==> src/rtl/sdac_pkg.sv <==
package sdac_pkg;
    localparam int SAMPLE_W = 16;
    localparam int FINE_W   = 11;
    localparam int COARSE_W = SAMPLE_W - FINE_W;
    localparam int N_ACTIVE = 2 ** COARSE_W;
    localparam int N_SRC    = N_ACTIVE + 1;
    localparam int PTR_W    = $clog2(N_SRC);

    // offset: half the signed range plus half the divider range
    localparam logic [SAMPLE_W:0] LEVEL_OFFSET =
        (SAMPLE_W+1)'((1 << (SAMPLE_W-1)) + (1 << (FINE_W-1)));

    typedef logic [PTR_W-1:0]    ptr_t;
    typedef logic [COARSE_W-1:0] coarse_t;
    typedef logic [FINE_W-1:0]   fine_t;
    typedef logic [N_SRC-1:0]    src_vec_t;

    typedef struct packed {
        coarse_t coarse;
        fine_t   fine;
    } level_t;

    typedef struct packed {
        src_vec_t on;
        src_vec_t feed;
        src_vec_t cal;
        fine_t    code;
    } drive_t;

    function automatic level_t decode_level(input logic [SAMPLE_W-1:0] s);
        logic [SAMPLE_W:0] u;
        level_t r;
        u = {s[SAMPLE_W-1], s} + LEVEL_OFFSET;
        if (u[SAMPLE_W]) r = '1;
        else             r = u[SAMPLE_W-1:0];
        return r;
    endfunction

    function automatic ptr_t advance_ptr(input ptr_t p);
        if (p == PTR_W'(N_SRC-1)) return '0;
        return p + 1'b1;
    endfunction
endpackage

==> src/rtl/sdac_cal_rotator.sv <==
module sdac_cal_rotator
    import sdac_pkg::*;
(
    input  logic clk,
    input  logic rst,
    input  logic tick_i,
    output ptr_t ptr_next_o
);
    ptr_t ptr_q;

    always_comb ptr_next_o = tick_i ? advance_ptr(ptr_q) : ptr_q;

    always_ff @(posedge clk) begin
        if (rst) ptr_q <= '0;
        else     ptr_q <= ptr_next_o;
    end

    assert_ptr_wrap_R4: assert property (@(posedge clk) disable iff (rst)
        (tick_i && ptr_q == PTR_W'(N_SRC-1)) |=> (ptr_q == '0));
    assert_ptr_step_R4: assert property (@(posedge clk) disable iff (rst)
        (tick_i && ptr_q < PTR_W'(N_SRC-1)) |=> (ptr_q == $past(ptr_q) + 1'b1));
    assert_ptr_range_R4: assert property (@(posedge clk) disable iff (rst)
        ptr_q < PTR_W'(N_SRC));
endmodule

==> src/rtl/sdac_level_reg.sv <==
module sdac_level_reg
    import sdac_pkg::*;
(
    input  logic                clk,
    input  logic                rst,
    input  logic                load_i,
    input  logic [SAMPLE_W-1:0] sample_i,
    output level_t              level_next_o,
    output logic                primed_next_o
);
    level_t level_q;
    logic   primed_q;

    always_comb begin
        level_next_o  = load_i ? decode_level(sample_i) : level_q;
        primed_next_o = primed_q | load_i;
    end

    always_ff @(posedge clk) begin
        if (rst) begin
            level_q  <= '0;
            primed_q <= 1'b0;
        end else begin
            level_q  <= level_next_o;
            primed_q <= primed_next_o;
        end
    end

    assert_zero_band_R3: assert property (@(posedge clk) disable iff (rst)
        (load_i && ($signed(sample_i) >= -1024) && ($signed(sample_i) <= 1023))
        |=> (level_q.coarse == COARSE_W'(N_ACTIVE/2)));
    assert_ignore_R7: assert property (@(posedge clk) disable iff (rst)
        !load_i |=> $stable(level_q));
endmodule

==> src/rtl/sdac_source_map.sv <==
module sdac_source_map
    import sdac_pkg::*;
(
    input  ptr_t   ptr_i,
    input  level_t level_i,
    input  logic   primed_i,
    output drive_t drive_o
);
    src_vec_t on_v, feed_v, cal_v;
    ptr_t     coarse_ext;

    assign coarse_ext = PTR_W'(level_i.coarse);

    for (genvar p = 0; p < N_SRC; p++) begin : g_src
        localparam ptr_t PIDX = PTR_W'(p);
        ptr_t lidx;
        logic usable;
        // skip the source under calibration when numbering logically
        assign lidx   = (PIDX < ptr_i) ? PIDX : PIDX - 1'b1;
        assign usable = primed_i && (PIDX != ptr_i);
        assign on_v[p]   = usable && (lidx < coarse_ext);
        assign feed_v[p] = usable && (lidx == coarse_ext);
        assign cal_v[p]  = (PIDX == ptr_i);
    end

    always_comb begin
        drive_o.on   = on_v;
        drive_o.feed = feed_v;
        drive_o.cal  = cal_v;
        drive_o.code = primed_i ? level_i.fine : '0;
    end
endmodule

==> src/rtl/sdac_switch_decoder.sv <==
module sdac_switch_decoder
    import sdac_pkg::*;
(
    input  logic                clk,
    input  logic                rst,
    input  logic [SAMPLE_W-1:0] sample_i,
    input  logic                load_i,
    input  logic                cal_tick_i,
    output logic [N_SRC-1:0]    src_on_o,
    output logic [N_SRC-1:0]    div_feed_o,
    output logic [N_SRC-1:0]    cal_sel_o,
    output logic [FINE_W-1:0]   div_code_o
);
    ptr_t   ptr_next;
    level_t level_next;
    logic   primed_next;
    drive_t drive_next, drive_q;

    sdac_cal_rotator u_rot (
        .clk        (clk),
        .rst        (rst),
        .tick_i     (cal_tick_i),
        .ptr_next_o (ptr_next)
    );

    sdac_level_reg u_lvl (
        .clk           (clk),
        .rst           (rst),
        .load_i        (load_i),
        .sample_i      (sample_i),
        .level_next_o  (level_next),
        .primed_next_o (primed_next)
    );

    sdac_source_map u_map (
        .ptr_i    (ptr_next),
        .level_i  (level_next),
        .primed_i (primed_next),
        .drive_o  (drive_next)
    );

    always_ff @(posedge clk) begin
        if (rst)                      drive_q <= '0;
        else if (load_i || cal_tick_i) drive_q <= drive_next;
    end

    assign src_on_o   = drive_q.on;
    assign div_feed_o = drive_q.feed;
    assign cal_sel_o  = drive_q.cal;
    assign div_code_o = drive_q.code;

    assert_cal_onehot_R4: assert property (@(posedge clk) disable iff (rst)
        $onehot0(cal_sel_o));
    assert_cal_isolated_R5: assert property (@(posedge clk) disable iff (rst)
        (cal_sel_o & (src_on_o | div_feed_o)) == '0);
    assert_feed_single_R9: assert property (@(posedge clk) disable iff (rst)
        $onehot0(div_feed_o));
    assert_feed_apart_R6: assert property (@(posedge clk) disable iff (rst)
        (src_on_o & div_feed_o) == '0);
    assert_idle_R10: assert property (@(posedge clk) disable iff (rst)
        (div_feed_o == '0) |-> (src_on_o == '0 && div_code_o == '0));
    assert_hold_R11: assert property (@(posedge clk) disable iff (rst)
        !(load_i || cal_tick_i) |=> ($stable(src_on_o) && $stable(div_feed_o)
                                     && $stable(cal_sel_o) && $stable(div_code_o)));
endmodule

==> config.mk <==
export PLATFORM = sky130hd
export DESIGN_NAME = sdac_switch_decoder
export DESIGN_NICKNAME = d
export VERILOG_FILES = /design/src/rtl/sdac_pkg.sv /design/src/rtl/sdac_cal_rotator.sv /design/src/rtl/sdac_level_reg.sv /design/src/rtl/sdac_source_map.sv /design/src/rtl/sdac_switch_decoder.sv
export SDC_FILE = /design/constraint.sdc
export NUM_CORES = 1
export LEC_CHECK = 0
export ABC_AREA = 1
export BUFFER_PORTS_ARGS = -buffer_cell sky130_fd_sc_hd__buf_4
export CORE_MARGIN = 1
export CORE_UTILIZATION = 30
export CTS_CLUSTER_DIAMETER = 60
export DETAILED_ROUTE_END_ITERATION = 16
export PLACE_DENSITY = 0.53
export SYNTH_ARGS = -nofsm -noshare
export SYNTH_HDL_FRONTEND = slang
export SYNTH_SLANG_ARGS = --single-unit
export TNS_END_PERCENT = 5
==> constraint.sdc <==
create_clock -name clk -period 3.6 [get_ports clk]
set_input_delay 0.9 -clock clk [delete_from_list [all_inputs] [get_ports clk]]
set_output_delay 0.9 -clock clk [all_outputs]
set_load 0.01 [all_outputs]
## Word-level counts from Yosys, hierarchy flattened

Index checks and enable logic that the tools add are counted.

- $add $sub $neg: 2
- Order comparisons: 66
- Equality and inequality tests: 98
- Muxes and demuxes: 40
- Bitwise logic cells: 1
- Reductions and logical operators: 102

Operators by type and width:

| operator | number |
|---|---|
| == test 6 x 5 -> 1 bit | 33 |
| less-than comparator 6 x 5 -> 1 bit | 33 |
| logical AND 1 bit | 99 |
| == test 5 x 6 -> 1 bit (first input constant) | 16 |
| less-than comparator 5 x 6 -> 1 bit (first input constant) | 16 |
| != test 5 x 6 -> 1 bit (first input constant) | 16 |
| == test 4 x 6 -> 1 bit (first input constant) | 8 |
| less-than comparator 4 x 6 -> 1 bit (first input constant) | 8 |
| != test 4 x 6 -> 1 bit (first input constant) | 8 |
| 2-to-1 mux 16 bit | 2 |
| 2-to-1 mux 6 bit | 5 |
| == test 3 x 6 -> 1 bit (first input constant) | 4 |
| less-than comparator 3 x 6 -> 1 bit (first input constant) | 4 |
| != test 3 x 6 -> 1 bit (first input constant) | 4 |
| adder 17 x 16 -> 17 bit (second input constant) | 1 |
| 2-to-1 mux 1 bit | 17 |
| 2-to-1 mux 2 bit | 8 |
| == test 2 x 6 -> 1 bit (first input constant) | 2 |
| less-than comparator 1 x 6 -> 1 bit (first input constant) | 2 |
| less-than comparator 2 x 6 -> 1 bit (first input constant) | 2 |
| 2-to-1 mux 3 bit | 4 |
| != test 2 x 6 -> 1 bit (first input constant) | 2 |
| 2-to-1 mux 11 bit | 1 |
| 2-to-1 mux 4 bit | 2 |
| 12 further kinds | 12 |

- Register bits after elaboration: 133
- Output and inout bits: 110
- Logic and storage cells: 317

## Longest topological paths before layout

Gate-level depths: netlist (run 1).

- Depth after elaboration: 8
- Depth in mapped cells: 20
- Depth with buffers taken out: 19

## By module

A second synthesis (run 1) with hierarchy kept.

- Cells, all modules: 1337
- Area, all modules: 8315.5 sq um

By module, submodules not included:

| module | instances | cells an instance | area an instance (sq um) |
|---|---|---|---|
| sdac_switch_decoder | 1 | 698 | 4510.6 |
| sdac_source_map | 1 | 485 | 2561.2 |
| sdac_level_reg | 1 | 104 | 879.6 |
| sdac_cal_rotator | 1 | 50 | 364.1 |

## Least setup slack after synthesis (run 1)

OpenSTA, ideal clock, no wires.

- Path kind: input port to flip-flop
- From: input sample_i[10]
- To: register drive_q, in the netlist src_on_o[16]
- Setup time: 117 ps
- Arrival: 2983 ps
- Data required time: 3483 ps
- Path slack: 499 ps
- Cell stages on the path: 13
- Cell sequence: ha_1 nand2_1 nor2_2 nand2_1 nand2_1 o21ai_1 inv_1 ha_1 nor2_1 nor2_1 o21ai_0 a211oi_1 a32o_1

RTL lines:

| item | line | source |
|---|---|---|
| from (decl) | sdac_switch_decoder.sv:6 | `input logic [SAMPLE_W-1:0] sample_i,` |
| to (signal assigned) | sdac_switch_decoder.sv:44 | `else if (load_i \|\| cal_tick_i) drive_q <= drive_next;` |
| to (decl) | sdac_switch_decoder.sv:17 | `drive_t drive_next, drive_q;` |

## Worst setup path in the final report (run 1)

- From: register u_rot.ptr_q[1]
- To: register drive_q, in the netlist src_on_o[16]

- Word-level cells in the longest chain between the ends: 8
- Elaborated cells on any way between the ends: 11
- Classes of those cells: add/sub (1); order compare (2); eq/ne (2); mux (4); reduce/logical (2)

RTL lines:

| item | line | source |
|---|---|---|
| from (decl) | sdac_cal_rotator.sv:9 | `ptr_t ptr_q;` |
| from (signal assigned) | sdac_cal_rotator.sv:15 | `else ptr_q <= ptr_next_o;` |
| parallel branches: the longest is 3 deep, another holds adder 6 x 1 -> 6 bit | - |  |
| 2-to-1 mux 6 bit (*) | sdac_cal_rotator.sv:11 | `always_comb ptr_next_o = tick_i ? advance_ptr(ptr_q) : ptr_q;` |
| less-than comparator 5 x 6 -> 1 bit | sdac_source_map.sv:19 | `assign lidx = (PIDX < ptr_i) ? PIDX : PIDX - 1'b1;` |
| 2-to-1 mux 5 bit | sdac_source_map.sv:19 |  |
| less-than comparator 6 x 5 -> 1 bit | sdac_source_map.sv:21 | `assign on_v[p] = usable && (lidx < coarse_ext);` |
| logical AND 1 bit (*) | sdac_source_map.sv:21 |  |

Every way passes the cells marked *.
A chain may end at the register's enable or synchronous reset.

==> results of run 1 <==
[flip-flops by register name, summed over array words and instances, names as in the netlist]
| signal | count |
|---|---|
| u_rot.ptr_q | 6 |
| div_code_o | 11 |
| u_lvl.primed_q | 1 |
| div_feed_o | 33 |
| cal_sel_o | 33 |
| src_on_o | 33 |
| u_lvl.level_q | 16 |
[Yosys cell counts]
cell / instances / area share [%]
sky130_fd_sc_hd__a2111oi_0: 1 / 0.13
sky130_fd_sc_hd__a211oi_1: 1 / 0.11
sky130_fd_sc_hd__a21oi_1: 29 / 2.1
sky130_fd_sc_hd__a21oi_2: 4 / 0.51
sky130_fd_sc_hd__a21oi_4: 1 / 0.24
sky130_fd_sc_hd__a22o_1: 10 / 1.3
sky130_fd_sc_hd__a22oi_1: 1 / 0.11
sky130_fd_sc_hd__a31oi_1: 1 / 0.091
sky130_fd_sc_hd__a32o_1: 4 / 0.58
sky130_fd_sc_hd__buf_1: 1 / 0.054
sky130_fd_sc_hd__buf_2: 8 / 0.58
sky130_fd_sc_hd__buf_4: 2 / 0.22
sky130_fd_sc_hd__buf_6: 4 / 0.65
sky130_fd_sc_hd__clkbuf_1: 18 / 0.98
sky130_fd_sc_hd__clkinv_1: 1 / 0.054
sky130_fd_sc_hd__dfxtp_1: 133 / 39
sky130_fd_sc_hd__ha_1: 55 / 10
sky130_fd_sc_hd__inv_1: 77 / 4.2
sky130_fd_sc_hd__inv_2: 11 / 0.60
sky130_fd_sc_hd__inv_4: 1 / 0.091
sky130_fd_sc_hd__nand2_1: 237 / 13
sky130_fd_sc_hd__nand2_2: 6 / 0.55
sky130_fd_sc_hd__nand2_4: 3 / 0.49
sky130_fd_sc_hd__nand3_1: 50 / 3.6
sky130_fd_sc_hd__nand3_2: 3 / 0.44
sky130_fd_sc_hd__nand3b_1: 1 / 0.11
sky130_fd_sc_hd__nand4_1: 28 / 2.5
sky130_fd_sc_hd__nor2_1: 93 / 5.1
sky130_fd_sc_hd__nor2_2: 14 / 1.3
sky130_fd_sc_hd__nor2_4: 7 / 1.1
sky130_fd_sc_hd__nor3_1: 7 / 0.51
sky130_fd_sc_hd__nor4_1: 5 / 0.45
sky130_fd_sc_hd__o2111ai_1: 2 / 0.25
sky130_fd_sc_hd__o21ai_0: 63 / 4.6
sky130_fd_sc_hd__o21ai_1: 21 / 1.5
sky130_fd_sc_hd__o21ai_2: 1 / 0.13
sky130_fd_sc_hd__o21ai_4: 2 / 0.47
sky130_fd_sc_hd__o22ai_1: 10 / 0.91
sky130_fd_sc_hd__o31ai_1: 1 / 0.11
sky130_fd_sc_hd__o41ai_1: 1 / 0.13
sky130_fd_sc_hd__or2_1: 1 / 0.091
sky130_fd_sc_hd__or2_2: 13 / 1.2
sky130_fd_sc_hd__xor2_1: 2 / 0.25
[cells in the final DEF (no fill, tap or decap), types with 4 or more instances in the layout]
cell type and n:
sky130_fd_sc_hd__o21ai_1 21, sky130_fd_sc_hd__nor2_2 14, sky130_fd_sc_hd__nor4_1 5, sky130_fd_sc_hd__clkbuf_16 17
sky130_fd_sc_hd__o21ai_0 63, sky130_fd_sc_hd__ha_1 55, sky130_fd_sc_hd__nand2_1 237, sky130_fd_sc_hd__nor2_4 8
sky130_fd_sc_hd__or2_2 13, sky130_fd_sc_hd__a22o_1 10, sky130_fd_sc_hd__nor2_1 92, sky130_fd_sc_hd__a21oi_2 4
sky130_fd_sc_hd__nand3_1 50, sky130_fd_sc_hd__nand2_2 6, sky130_fd_sc_hd__inv_2 11, sky130_fd_sc_hd__nand4_1 28
sky130_fd_sc_hd__a32o_1 4, sky130_fd_sc_hd__nor3_1 7, sky130_fd_sc_hd__dfxtp_1 133, sky130_fd_sc_hd__o22ai_1 10
sky130_fd_sc_hd__inv_1 77, sky130_fd_sc_hd__a21oi_1 29, sky130_fd_sc_hd__buf_4 159
[layer usage]
metal,share of wire [%],track usage [%],vias up
met3,6.8,5.242,47
met5,0.054,0,-
met1,46,27.37,3154
met2,45,32.73,284
met4,2.8,7.952,2
li1,-,-,3386
[cells by family (layout without fill, tap and decap cells)]
group	count (synthesis)	in the layout	share of synthesized area (%)
adders and majority gates	55	55	9.995
buffers and inverters	123	281	7.432
xor gates and xnor gates	2	2	0.2545
DFF	133	133	38.67
and+or+nand+nor	468	468	30.40
AOI/OAI and AO/OA	153	153	13.25
[power groups by stage]
stage	Sequential, W	Combinational, W	Clock [W]
after floorplan	0.00162	0.000355	0
after global placement	0.00160	0.000639	0
after detailed placement	0.00160	0.000639	0
after CTS	0.00157	0.000643	0.00182
after global routing	0.00158	0.000712	0.00190
final	0.00157	0.000647	0.00180
[worst paths after layout]
check	cells past startpoint	to	slack, ps	startpoint
max	19	src_on_o[16]	540	u_rot.ptr_q[1]
min	2	div_feed_o[12]	450	div_feed_o[12]
max reg2reg	19	src_on_o[16]	540	u_rot.ptr_q[1]
min reg2reg	2	div_feed_o[12]	450	div_feed_o[12]
[layout make-up]
| class | instances | share of cell area [%] |
|---|---|---|
| tap | 285 | 4.011 |
| multi-input combinational | 678 | 41.82 |
| sequential | 133 | 29.95 |
| clock inverter | 11 | 1.717 |
| clock buffer | 20 | 5.024 |
| timing repair buffer | 160 | 13.65 |
| inverter | 90 | 3.828 |
[critical path: stages (launching register included)]
cell and delay (ps):
sky130_fd_sc_hd__dfxtp_1 460, sky130_fd_sc_hd__ha_1 260, sky130_fd_sc_hd__nand4_1 130, sky130_fd_sc_hd__inv_1 70
sky130_fd_sc_hd__nand2_1 60, sky130_fd_sc_hd__nand2_2 210, sky130_fd_sc_hd__inv_2 60, sky130_fd_sc_hd__nand2_2 160
sky130_fd_sc_hd__inv_2 80, sky130_fd_sc_hd__nand2_1 170, sky130_fd_sc_hd__inv_1 60, sky130_fd_sc_hd__nor2_1 170
sky130_fd_sc_hd__inv_1 110, sky130_fd_sc_hd__ha_1 300, sky130_fd_sc_hd__inv_1 40, sky130_fd_sc_hd__nor2_1 90
sky130_fd_sc_hd__nor2_1 50, sky130_fd_sc_hd__o21ai_0 140, sky130_fd_sc_hd__a211oi_1 90, sky130_fd_sc_hd__a32o_1 240
[stage by stage]
stage / instance area [µm²] / hold slack [ps]
global route: 8891 / 467.9
CTS: 8891 / 454.5
global placement: 8292 / 441.5
finish: 8891 / 451.8
floorplan: 6885 / 474.5
detailed placement: 8292 / 442.7
==> parameters.txt, run 1 <==
Parameter                              Value

Power and ir drop
  Total design power ... 0.004013 W
  Share of total power in the clock network ... 44.8%
  Sw Share ... roughly 28%
  Combinational share of power ... 16.1%
  Share of total power in sequential cells ... 39.1%
  Design internal power ... around 0.0029 W
  Cell leakage power ... approximately 4.1 nW
  P per Cell Area ... 451.3 mW/mm²
  Sw Pwr ... 0.001140 W
  Peak supply drop ... approximately 0.00026 V

Clock network
  Clk Latency, worst-skew pair ... 430 ps
  Clock sink count ... 133
  CTS H-tree lvls ... 4
  Clock tree root driver cell ... sky130_fd_sc_hd__clkbuf_16
  Post-CTS Setup Inserts ... 0
  Number of buffers between clock root and the deepest sink ... 2
  Clock buffers created by TritonCTS ... 17
  Cells resized by post-CTS repair ... 0
  Hold-fix buffer count after cts ... 0
  Clock tree from TritonCTS ... done
  Clk slew on worst S/H paths ... 60 ps

Placement
  Post-DP HPWL ... 17930 µm
  Cell total after placement ... 1346
  Port Buffer Count ... 129
  Pre-CTS worst setup slack ... 210.5 ps
  Gp weighted congestion ... around 0.94

Timing
  Final setup margin ... 538.5 ps
  Hold Fails Final Rpt ... 0
  Peak clock frequency supported by timing ... around 330 MHz
  Clock period minus final worst setup slack ... around 3100 ps
  Slew at the pin closest to its max-slew limit ... 850.7 ps
  Worst-case clock skew ... ~7.6 ps
  Final count of pins violating max slew ... 0
  Setup-violating endpoint count in the final report ... 0
  Summed negative setup slack over all endpoints ... 0 ps
  RSZ-0062 raised after global routing ... false
  Share of the clock period used by the worst path after layout ... between 80% and 90%
  Worst max-slew margin expressed relative to the limit ... between 40% and 50%

GRT
  Total global routing overflow ... 0
  Total routing resource utilization after global routing ... 20.83%
  Global-route wire length before repair ... 37340 µm
  Initial antenna violation count ... 1
  Vias in the first global route ... roughly 6500
  Maximum number of pins on one net before global-route repair ... 55

Drt
  Remaining routing DRC violations ... 0
  Routed vias ... 6873
  Post-detailed-route count of antenna-violating nets ... 0
  Final routed wire length divided by cell count ... approximately 18 µm
  Iteration-0 DRC Markers ... 591
  Detailed-route vias per instance ... 4.991
  Routed wire length ... around 24000 µm
  Number of iterations in the first detailed-routing pass ... 5

Critical path
  Critical Path RT ... ~3900 ps
  Critical Path Source Type ... flop
  Sort of element at the end of the critical path ... flop
  Crit path kind ... flop to flop
  Critical-path maximum fanout ... 11
  Crit path arrival time ... approximately 3400 ps

Synthesis
  Count of distinct cell types in the synthesized netlist ... 43
  Synthesis-stage register bit count ... approximately 130
  Post-Syn Nets ... 1009
  Mean cell area of the mapped netlist ... 7.372 µm²
  Synth warnings ... 0
  Sequential element share of the synthesized area ... 38.67%
  Synthesized netlist cell count ... 934
  Synthesized area ... 0.006885 mm²

Finish
  Count of filler cells inserted in the layout ... 2340
  Ant. Diodes ... 0
  Layout cells sized above 1 ... 23.44%
  Total Nets Final ... 1155
  Multi-input gate area ... about 0.0037 mm²
  Sequential Area ... 0.002663 mm²
  Number of standard cells in the final layout excluding fillers ... 1377
  Layout-stage area growth over the synthesis result ... 29.13%
  Fraction of the core area covered by cells at the end of the flow ... 39.39%

Floorplanning
  Initial cell density of the core ... 30.50%
  Number of standard-cell rows in the floorplan ... 55
  Die ar. ... 0.02356 mm²
  DIE WIDTH ... 153.5 µm
  Die boundary height ... 153.5 µm
  Core footprint ... between 0.02 and 0.025 mm²
  I/O Pins ... 130

Flow run
  Max-cap check violation count ... 0

Run status
  Status ... finished, final reports clean

Hold path
  Worst Hold Class ... flop to flop
Note: power is estimated with default switching activity, not from simulation.
==> inputs of run 2 (changes only) <==
Settings changed: CORE_MARGIN 1 to unset, GPL_TIMING_DRIVEN set to 0.
==> run 2 against run 1 <==
  * Flip-flop and latch count unchanged
  * Maximum frequency decreased by 3.4%
  * Critical path type is now primary input to flop
  * Total power decreased by 2.2%
  * Die area unchanged
  * Via count increased by 1.6%
  * Routed wire length increased by 7.6%
  * Highest routed layer is now met4
  * Global-route usage increased by 1.5 points
  * Clock power decreased by 6%
  * Sequential power about the same
==> parameters.txt, run 2 (synthesized netlist as in run 1, its figures left out) <==
Parameter                              Value

Run status
  Status ... finished, final reports clean (unchanged)

Floorplanning
  Die boundary height ... 153.5 µm (unchanged)
  Initial cell density of the core ... 30.50% (unchanged)
  DIE WIDTH ... 153.5 µm (unchanged)
  I/O Pins ... 130 (unchanged)
  Die ar. ... 0.02356 mm² (unchanged)
  Core footprint ... 0.02257 mm² (unchanged)
  Number of standard-cell rows in the floorplan ... 55 (unchanged)

Critical path
  Sort of element at the end of the critical path ... flop (unchanged)
  Crit path kind ... primary input to flop (was flop to flop)
  Crit path arrival time ... 3470 ps (was 3380 ps)
  Critical Path Source Type ... primary input (was flop)
  Critical Path RT ... 3900 ps (was 3910 ps)
  Critical-path maximum fanout ... 22 (was 11)

Clock network
  CTS H-tree lvls ... 4 (unchanged)
  Clock buffers created by TritonCTS ... 17 (unchanged)
  Hold-fix buffer count after cts ... 0 (unchanged)
  Clock tree root driver cell ... sky130_fd_sc_hd__clkbuf_16 (unchanged)
  Clk Latency, worst-skew pair ... 430 ps (about the same)
  Clk slew on worst S/H paths ... 60 ps (about the same)
  Clock tree from TritonCTS ... done (unchanged)
  Cells resized by post-CTS repair ... 0 (unchanged)
  Post-CTS Setup Inserts ... 0 (unchanged)
  Clock sink count ... 133 (unchanged)
  Number of buffers between clock root and the deepest sink ... 2 (unchanged)

Power and ir drop
  Combinational share of power ... 16.6% (was 16.1%)
  P per Cell Area ... 445.4 mW/mm² (was 451.3 mW/mm²)
  Cell leakage power ... 4.072 nW (was 4.137 nW)
  Share of total power in the clock network ... 43.4% (was 44.8%)
  Share of total power in sequential cells ... 40.0% (was 39.1%)
  Sw Pwr ... 0.001159 W (was 0.001140 W)
  Peak supply drop ... 0.0002304 V (was 0.0002602 V)
  Sw Share ... 29.55% (was 28.40%)
  Design internal power ... 0.002763 W (was 0.002873 W)

Drt
  Remaining routing DRC violations ... 0 (unchanged)
  Number of iterations in the first detailed-routing pass ... 5 (unchanged)
  Routed vias ... 6985 (was 6873)
  Post-detailed-route count of antenna-violating nets ... 0 (unchanged)
  Routed wire length ... 26090 µm (was 24240 µm)
  Final routed wire length divided by cell count ... 18.90 µm (was 17.60 µm)
  Detailed-route vias per instance ... 5.062 (was 4.991)
  Iteration-0 DRC Markers ... 605 (was 591)

Placement
  Post-placement cell area ... 0.008238 mm² (was 0.008292 mm²)
  Post-DP HPWL ... 19400 µm (was 17930 µm)
  Port Buffer Count ... 129 (unchanged)
  Gp weighted congestion ... 0.9429 (was 0.9423)
  Cell total after placement ... 1349 (was 1346)
  Pre-CTS worst setup slack ... -274.4 ps (was 210.5 ps)

GRT
  Initial antenna violation count ... 0 (was 1)
  Global-route wire length before repair ... 39330 µm (was 37340 µm)
  Total global routing overflow ... 0 (unchanged)
  Total routing resource utilization after global routing ... 22.36% (was 20.83%)
  Maximum number of pins on one net before global-route repair ... 23 (was 55)
  Vias in the first global route ... 6456 (was 6532)

Timing
  Clock period minus final worst setup slack ... 3169 ps (was 3062 ps)
  Fin Hold WS ... 452.7 ps (was 451.8 ps)
  Hold Fails Final Rpt ... 0 (unchanged)
  Setup-violating endpoint count in the final report ... 0 (unchanged)
  Share of the clock period used by the worst path after layout ... 88.02% (was 85.04%)
  Final count of pins violating max slew ... 0 (unchanged)
  Final setup margin ... 431.3 ps (was 538.5 ps)
  Worst max-slew margin expressed relative to the limit ... 37.81% (was 43.28%)
  RSZ-0062 raised after global routing ... false (unchanged)
  Peak clock frequency supported by timing ... 315.6 MHz (was 326.6 MHz)
  Slew at the pin closest to its max-slew limit ... 932.8 ps (was 850.7 ps)
  Worst-case clock skew ... 7.148 ps (was 7.631 ps)
  Summed negative setup slack over all endpoints ... 0 ps (unchanged)

Finish
  Most used cells in the layout excluding fill and tap cells ... 237 x sky130_fd_sc_hd__nand2_1, 133 x sky130_fd_sc_hd__dfxtp_1, 131 x sky130_fd_sc_hd__buf_4 (was 237 x sky130_fd_sc_hd__nand2_1, 159 x sky130_fd_sc_hd__buf_4, 133 x sky130_fd_sc_hd__dfxtp_1)
  Layout-stage area growth over the synthesis result ... 27.91% (was 29.13%)
  Most common cell after layout, fill and taps aside ... sky130_fd_sc_hd__nand2_1 (unchanged)
  Layout cells sized above 1 ... 22.01% (was 23.44%)
  Ant. Diodes ... 0 (unchanged)
  Total non-filler cell area in the finished layout ... 0.008807 mm² (was 0.008891 mm²)
  Total Nets Final ... 1158 (was 1155)
  Number of standard cells in the final layout excluding fillers ... 1380 (was 1377)

Flow run
  Max-cap check violation count ... 0 (unchanged)

Hold path
  Worst Hold Class ... flop to flop (unchanged)
-- run 2: cell types whose count changed in the layout (fill, tap and decap cells not counted), moves of 3 or more --
cell,previous run,this run
sky130_fd_sc_hd__buf_4,159,131
sky130_fd_sc_hd__clkbuf_1,2,19
sky130_fd_sc_hd__buf_2,0,8
sky130_fd_sc_hd__buf_6,0,4
sky130_fd_sc_hd__clkinv_2,1,4
-- run 2: final timing paths --
kind                                startpoint      endpoint  slack (ps)  cells past startpoint
worst max-delay path              sample_i[10]   src_on_o[1]         430                     12
worst min-delay path              src_on_o[32]  src_on_o[32]         450                      2
worst max register to register  u_rot.ptr_q[0]  src_on_o[16]         450                     17
worst min register to register    src_on_o[32]  src_on_o[32]         450                      2
-- run 2: layout make-up --
cell class | instances | area, µm²
Fill cell | 2381 | 13760
Timing Repair Buffer | 130 | 996.0
Multi-Input combinational cell | 678 | 3715
Tap cell | 285 | 356.6
Sequential cell | 133 | 2663
Inverter | 90 | 340.3
Clock buffer | 18 | 429.2
Buffer | 33 | 171.4
Clock inverter | 13 | 136.4
-- run 2: worst max-delay path: stages --
cell and delay, ps:
sky130_fd_sc_hd__buf_4 120, sky130_fd_sc_hd__ha_1 220, sky130_fd_sc_hd__nand2_1 100, sky130_fd_sc_hd__nor2_2 60, sky130_fd_sc_hd__nand2_1 60, sky130_fd_sc_hd__nand2_1 70, sky130_fd_sc_hd__o21ai_2 400, sky130_fd_sc_hd__inv_1 470
sky130_fd_sc_hd__buf_16 310, sky130_fd_sc_hd__ha_1 220, sky130_fd_sc_hd__nor4_1 420, sky130_fd_sc_hd__o21ai_1 110
-- run 2: routing by layer --
layer / routed length (µm) / share of wire (%) / GRT usage [%] / vias up
li1: - / - / - / 3408
met1: 11870 / 45 / 29.79 / 3230
met2: 11760 / 45 / 35.74 / 303
met3: 1878 / 7.2 / 4.679 / 44
met4: 575 / 2.2 / 7.714 / 0
met5: 0 / 0 / 0 / -
-- run 2: through the flow --
step	power, W	utilization, %
floorplan	0.001971	-
global placement	0.002227	36.37
detailed placement	0.002242	36.50
CTS	0.003952	39.00
global route	0.004082	39.02
finish	0.003923	39.02
-- run 2: power by group through the flow --
stage | clock network (W) | registers (W) | logic (W)
detailed placement | 0 | 0.00160 | 0.000640
finish | 0.00170 | 0.00157 | 0.000651
CTS | 0.00174 | 0.00157 | 0.000644
floorplan | 0 | 0.00162 | 0.000355
global placement | 0 | 0.00160 | 0.000626
global route | 0.00180 | 0.00158 | 0.000710
==> inputs of run 3 (changes only) <==
==> constraint.sdc (replaced) <==
create_clock -name clk -period 3.6 [get_ports clk]
set_input_delay 0.54 -clock clk [delete_from_list [all_inputs] [get_ports clk]]
set_output_delay 0.54 -clock clk [all_outputs]
set_load 0.01 [all_outputs]
==> run 3 against run 2 <==
  * Hold slack about the same
  * Highest routed layer unchanged
  * Final area about the same
  * Die area unchanged
  * Sequential share of layout area about the same
  * Via count up 0.33%
  * Largest cell class unchanged
  * Critical path depth unchanged
  * First-iteration DRC count unchanged
  * Critical endpoint unchanged
  * Flip-flop and latch count unchanged
==> parameters.txt, run 3 (synthesized netlist as in run 1, its figures left out) <==
Parameter                              Value

Run status
  Status ... finished, final reports clean (unchanged)

Finish
  Ant. Diodes ... 0 (unchanged)
  Number of standard cells in the final layout excluding fillers ... 1380 (unchanged)
  Fraction of the core area covered by cells at the end of the flow ... 39.00% (was 39.02%)
  Most common cell after layout, fill and taps aside ... sky130_fd_sc_hd__nand2_1 (unchanged)
  Total Nets Final ... 1158 (unchanged)
  Total non-filler cell area in the finished layout ... 0.008803 mm² (was 0.008807 mm²)
  Layout-stage area growth over the synthesis result ... 27.86% (was 27.91%)
  Layout cells sized above 1 ... 21.92% (was 22.01%)
  Count of filler cells inserted in the layout ... 2382 (was 2381)
  Most used cells in the layout excluding fill and tap cells ... 237 x sky130_fd_sc_hd__nand2_1, 133 x sky130_fd_sc_hd__dfxtp_1, 131 x sky130_fd_sc_hd__buf_4 (unchanged)

GRT
  Total routing resource utilization after global routing ... 22.36% (unchanged)
  Maximum number of pins on one net before global-route repair ... 23 (unchanged)
  Vias in the first global route ... 6456 (unchanged)
  Global-route wire length before repair ... 39330 µm (unchanged)
  Total global routing overflow ... 0 (unchanged)
  Initial antenna violation count ... 0 (unchanged)

Floorplanning
  Die ar. ... 0.02356 mm² (unchanged)
  DIE WIDTH ... 153.5 µm (unchanged)
  I/O Pins ... 130 (unchanged)
  Number of standard-cell rows in the floorplan ... 55 (unchanged)
  Core footprint ... 0.02257 mm² (unchanged)
  Initial cell density of the core ... 30.50% (unchanged)
  Die boundary height ... 153.5 µm (unchanged)

Clock network
  Hold-fix buffer count after cts ... 0 (unchanged)
  Cells resized by post-CTS repair ... 0 (unchanged)
  Clk Latency, worst-skew pair ... 430 ps (about the same)
  CTS H-tree lvls ... 4 (unchanged)
  Post-CTS Setup Inserts ... 0 (unchanged)
  Clock tree root driver cell ... sky130_fd_sc_hd__clkbuf_16 (unchanged)
  Number of buffers between clock root and the deepest sink ... 2 (unchanged)
  Clk slew on worst S/H paths ... 60 ps (about the same)
  Clock buffers created by TritonCTS ... 17 (unchanged)
  Clock tree from TritonCTS ... done (unchanged)
  Clock sink count ... 133 (unchanged)

Power and ir drop
  Peak supply drop ... 0.0002300 V (was 0.0002304 V)
  Cell leakage power ... 4.071 nW (was 4.072 nW)
  P per Cell Area ... 445.4 mW/mm² (about the same)

Placement
  Cell total after placement ... 1349 (unchanged)
  Post-placement cell area ... 0.008238 mm² (unchanged)
  Gp weighted congestion ... 0.9429 (unchanged)
  Post-DP HPWL ... 19400 µm (unchanged)
  Pre-CTS worst setup slack ... 85.55 ps (was -274.4 ps)
  Port Buffer Count ... 129 (unchanged)

Drt
  Top Metal Used ... met4 (unchanged)
  Post-detailed-route count of antenna-violating nets ... 0 (unchanged)
  Total length of routed met3 wires ... 1842 µm (was 1878 µm)
  Routed vias ... 7008 (was 6985)
  Routed wire length ... 26090 µm (about the same)
  Number of iterations in the first detailed-routing pass ... 6 (was 5)
  Final routed wire length divided by cell count ... 18.91 µm (was 18.90 µm)
  Iteration-0 DRC Markers ... 605 (unchanged)
  Detailed-route vias per instance ... 5.078 (was 5.062)
  Routed length on met2 ... 11720 µm (was 11760 µm)
  Length of routed wiring on met1 ... 11900 µm (was 11870 µm)
  Remaining routing DRC violations ... 0 (unchanged)

Timing
  Hold Fails Final Rpt ... 0 (unchanged)
  Fin Hold WS ... 452.7 ps (about the same)
  Peak clock frequency supported by timing ... 316.7 MHz (was 315.6 MHz)
  Share of the clock period used by the worst path after layout ... 87.72% (was 88.02%)
  Final setup margin ... 442.0 ps (was 431.3 ps)
  Worst-case clock skew ... 7.129 ps (was 7.148 ps)
  Setup-violating endpoint count in the final report ... 0 (unchanged)
  Worst max-slew margin expressed relative to the limit ... 38.25% (was 37.81%)
  Final count of pins violating max slew ... 0 (unchanged)
  Slew at the pin closest to its max-slew limit ... 926.1 ps (was 932.8 ps)
  RSZ-0062 raised after global routing ... false (unchanged)
  Clock period minus final worst setup slack ... 3158 ps (was 3169 ps)

Hold path
  Worst Hold Class ... flop to flop (unchanged)

Critical path
  Critical-path maximum fanout ... 22 (unchanged)
  Crit path kind ... primary input to flop (unchanged)
  Critical Path Source Type ... primary input (unchanged)
  Crit path arrival time ... 3460 ps (was 3470 ps)
  Sort of element at the end of the critical path ... flop (unchanged)
  Critical Path RT ... 3900 ps (about the same)

Flow run
  Max-cap check violation count ... 0 (unchanged)
run 3: cell count changes in the layout (fill, tap and decap cells not counted):
cell	change
sky130_fd_sc_hd__o21ai_2	-1
sky130_fd_sc_hd__o21ai_1	+1
run 3: critical path, cell delays in order:
cell	delay, ps
sky130_fd_sc_hd__buf_4	120
sky130_fd_sc_hd__ha_1	220
sky130_fd_sc_hd__nand2_1	100
sky130_fd_sc_hd__nor2_2	60
sky130_fd_sc_hd__nand2_1	50
sky130_fd_sc_hd__nand2_1	50
sky130_fd_sc_hd__o21ai_1	640
sky130_fd_sc_hd__inv_1	580
sky130_fd_sc_hd__buf_16	330
sky130_fd_sc_hd__ha_1	220
sky130_fd_sc_hd__nor4_1	420
sky130_fd_sc_hd__o21ai_1	110
run 3: cell type report:
type                       count  area [µm²]  share of cell area, %
multi-input combinational    678        3711                  42.15
sequential                   133        2663                  30.24
timing repair buffer         130       996.0                  11.31
clock buffer                  18       429.2                  4.875
tap                          285       356.6                  4.051
inverter                      90       340.3                  3.866
buffer                        33       171.4                  1.947
clock inverter                13       136.4                  1.549
run 3: power by group:
part / internal [W] / total (W) / switching (W)
combinational: 0.000217 / 0.000651 / 0.000434
clock: 0.00101 / 0.00170 / 0.000690
sequential: 0.00153 / 0.00157 / 0.0000346
total: 0.00276 / 0.00392 / 0.00116
run 3: worst paths after layout:
kind	startpoint	to	slack [ps]	depth (start not counted)
setup / recovery	sample_i[10]	src_on_o[1]	440	12
hold reg to reg	src_on_o[32]	src_on_o[32]	450	2
hold / removal	src_on_o[32]	src_on_o[32]	450	2
setup reg to reg	u_rot.ptr_q[0]	src_on_o[16]	450	17
run 3: metal layers:
metal | GRT usage, % | vias to the layer above
met4 | 7.714 | 0
met2 | 35.74 | 304
met3 | 4.679 | 53
met1 | 29.79 | 3242
li1 | - | 3409
met5 | 0 | -
run 3: per-stage QoR:
| stage | total power [W] | setup TNS [ps] |
|---|---|---|
| after floorplan | 0.001971 | 0 |
| after global placement | 0.002227 | -2850 |
| after detailed placement | 0.002242 | 0 |
| after CTS | 0.003952 | 0 |
| after global routing | 0.004081 | 0 |
| final | 0.003921 | 0 |
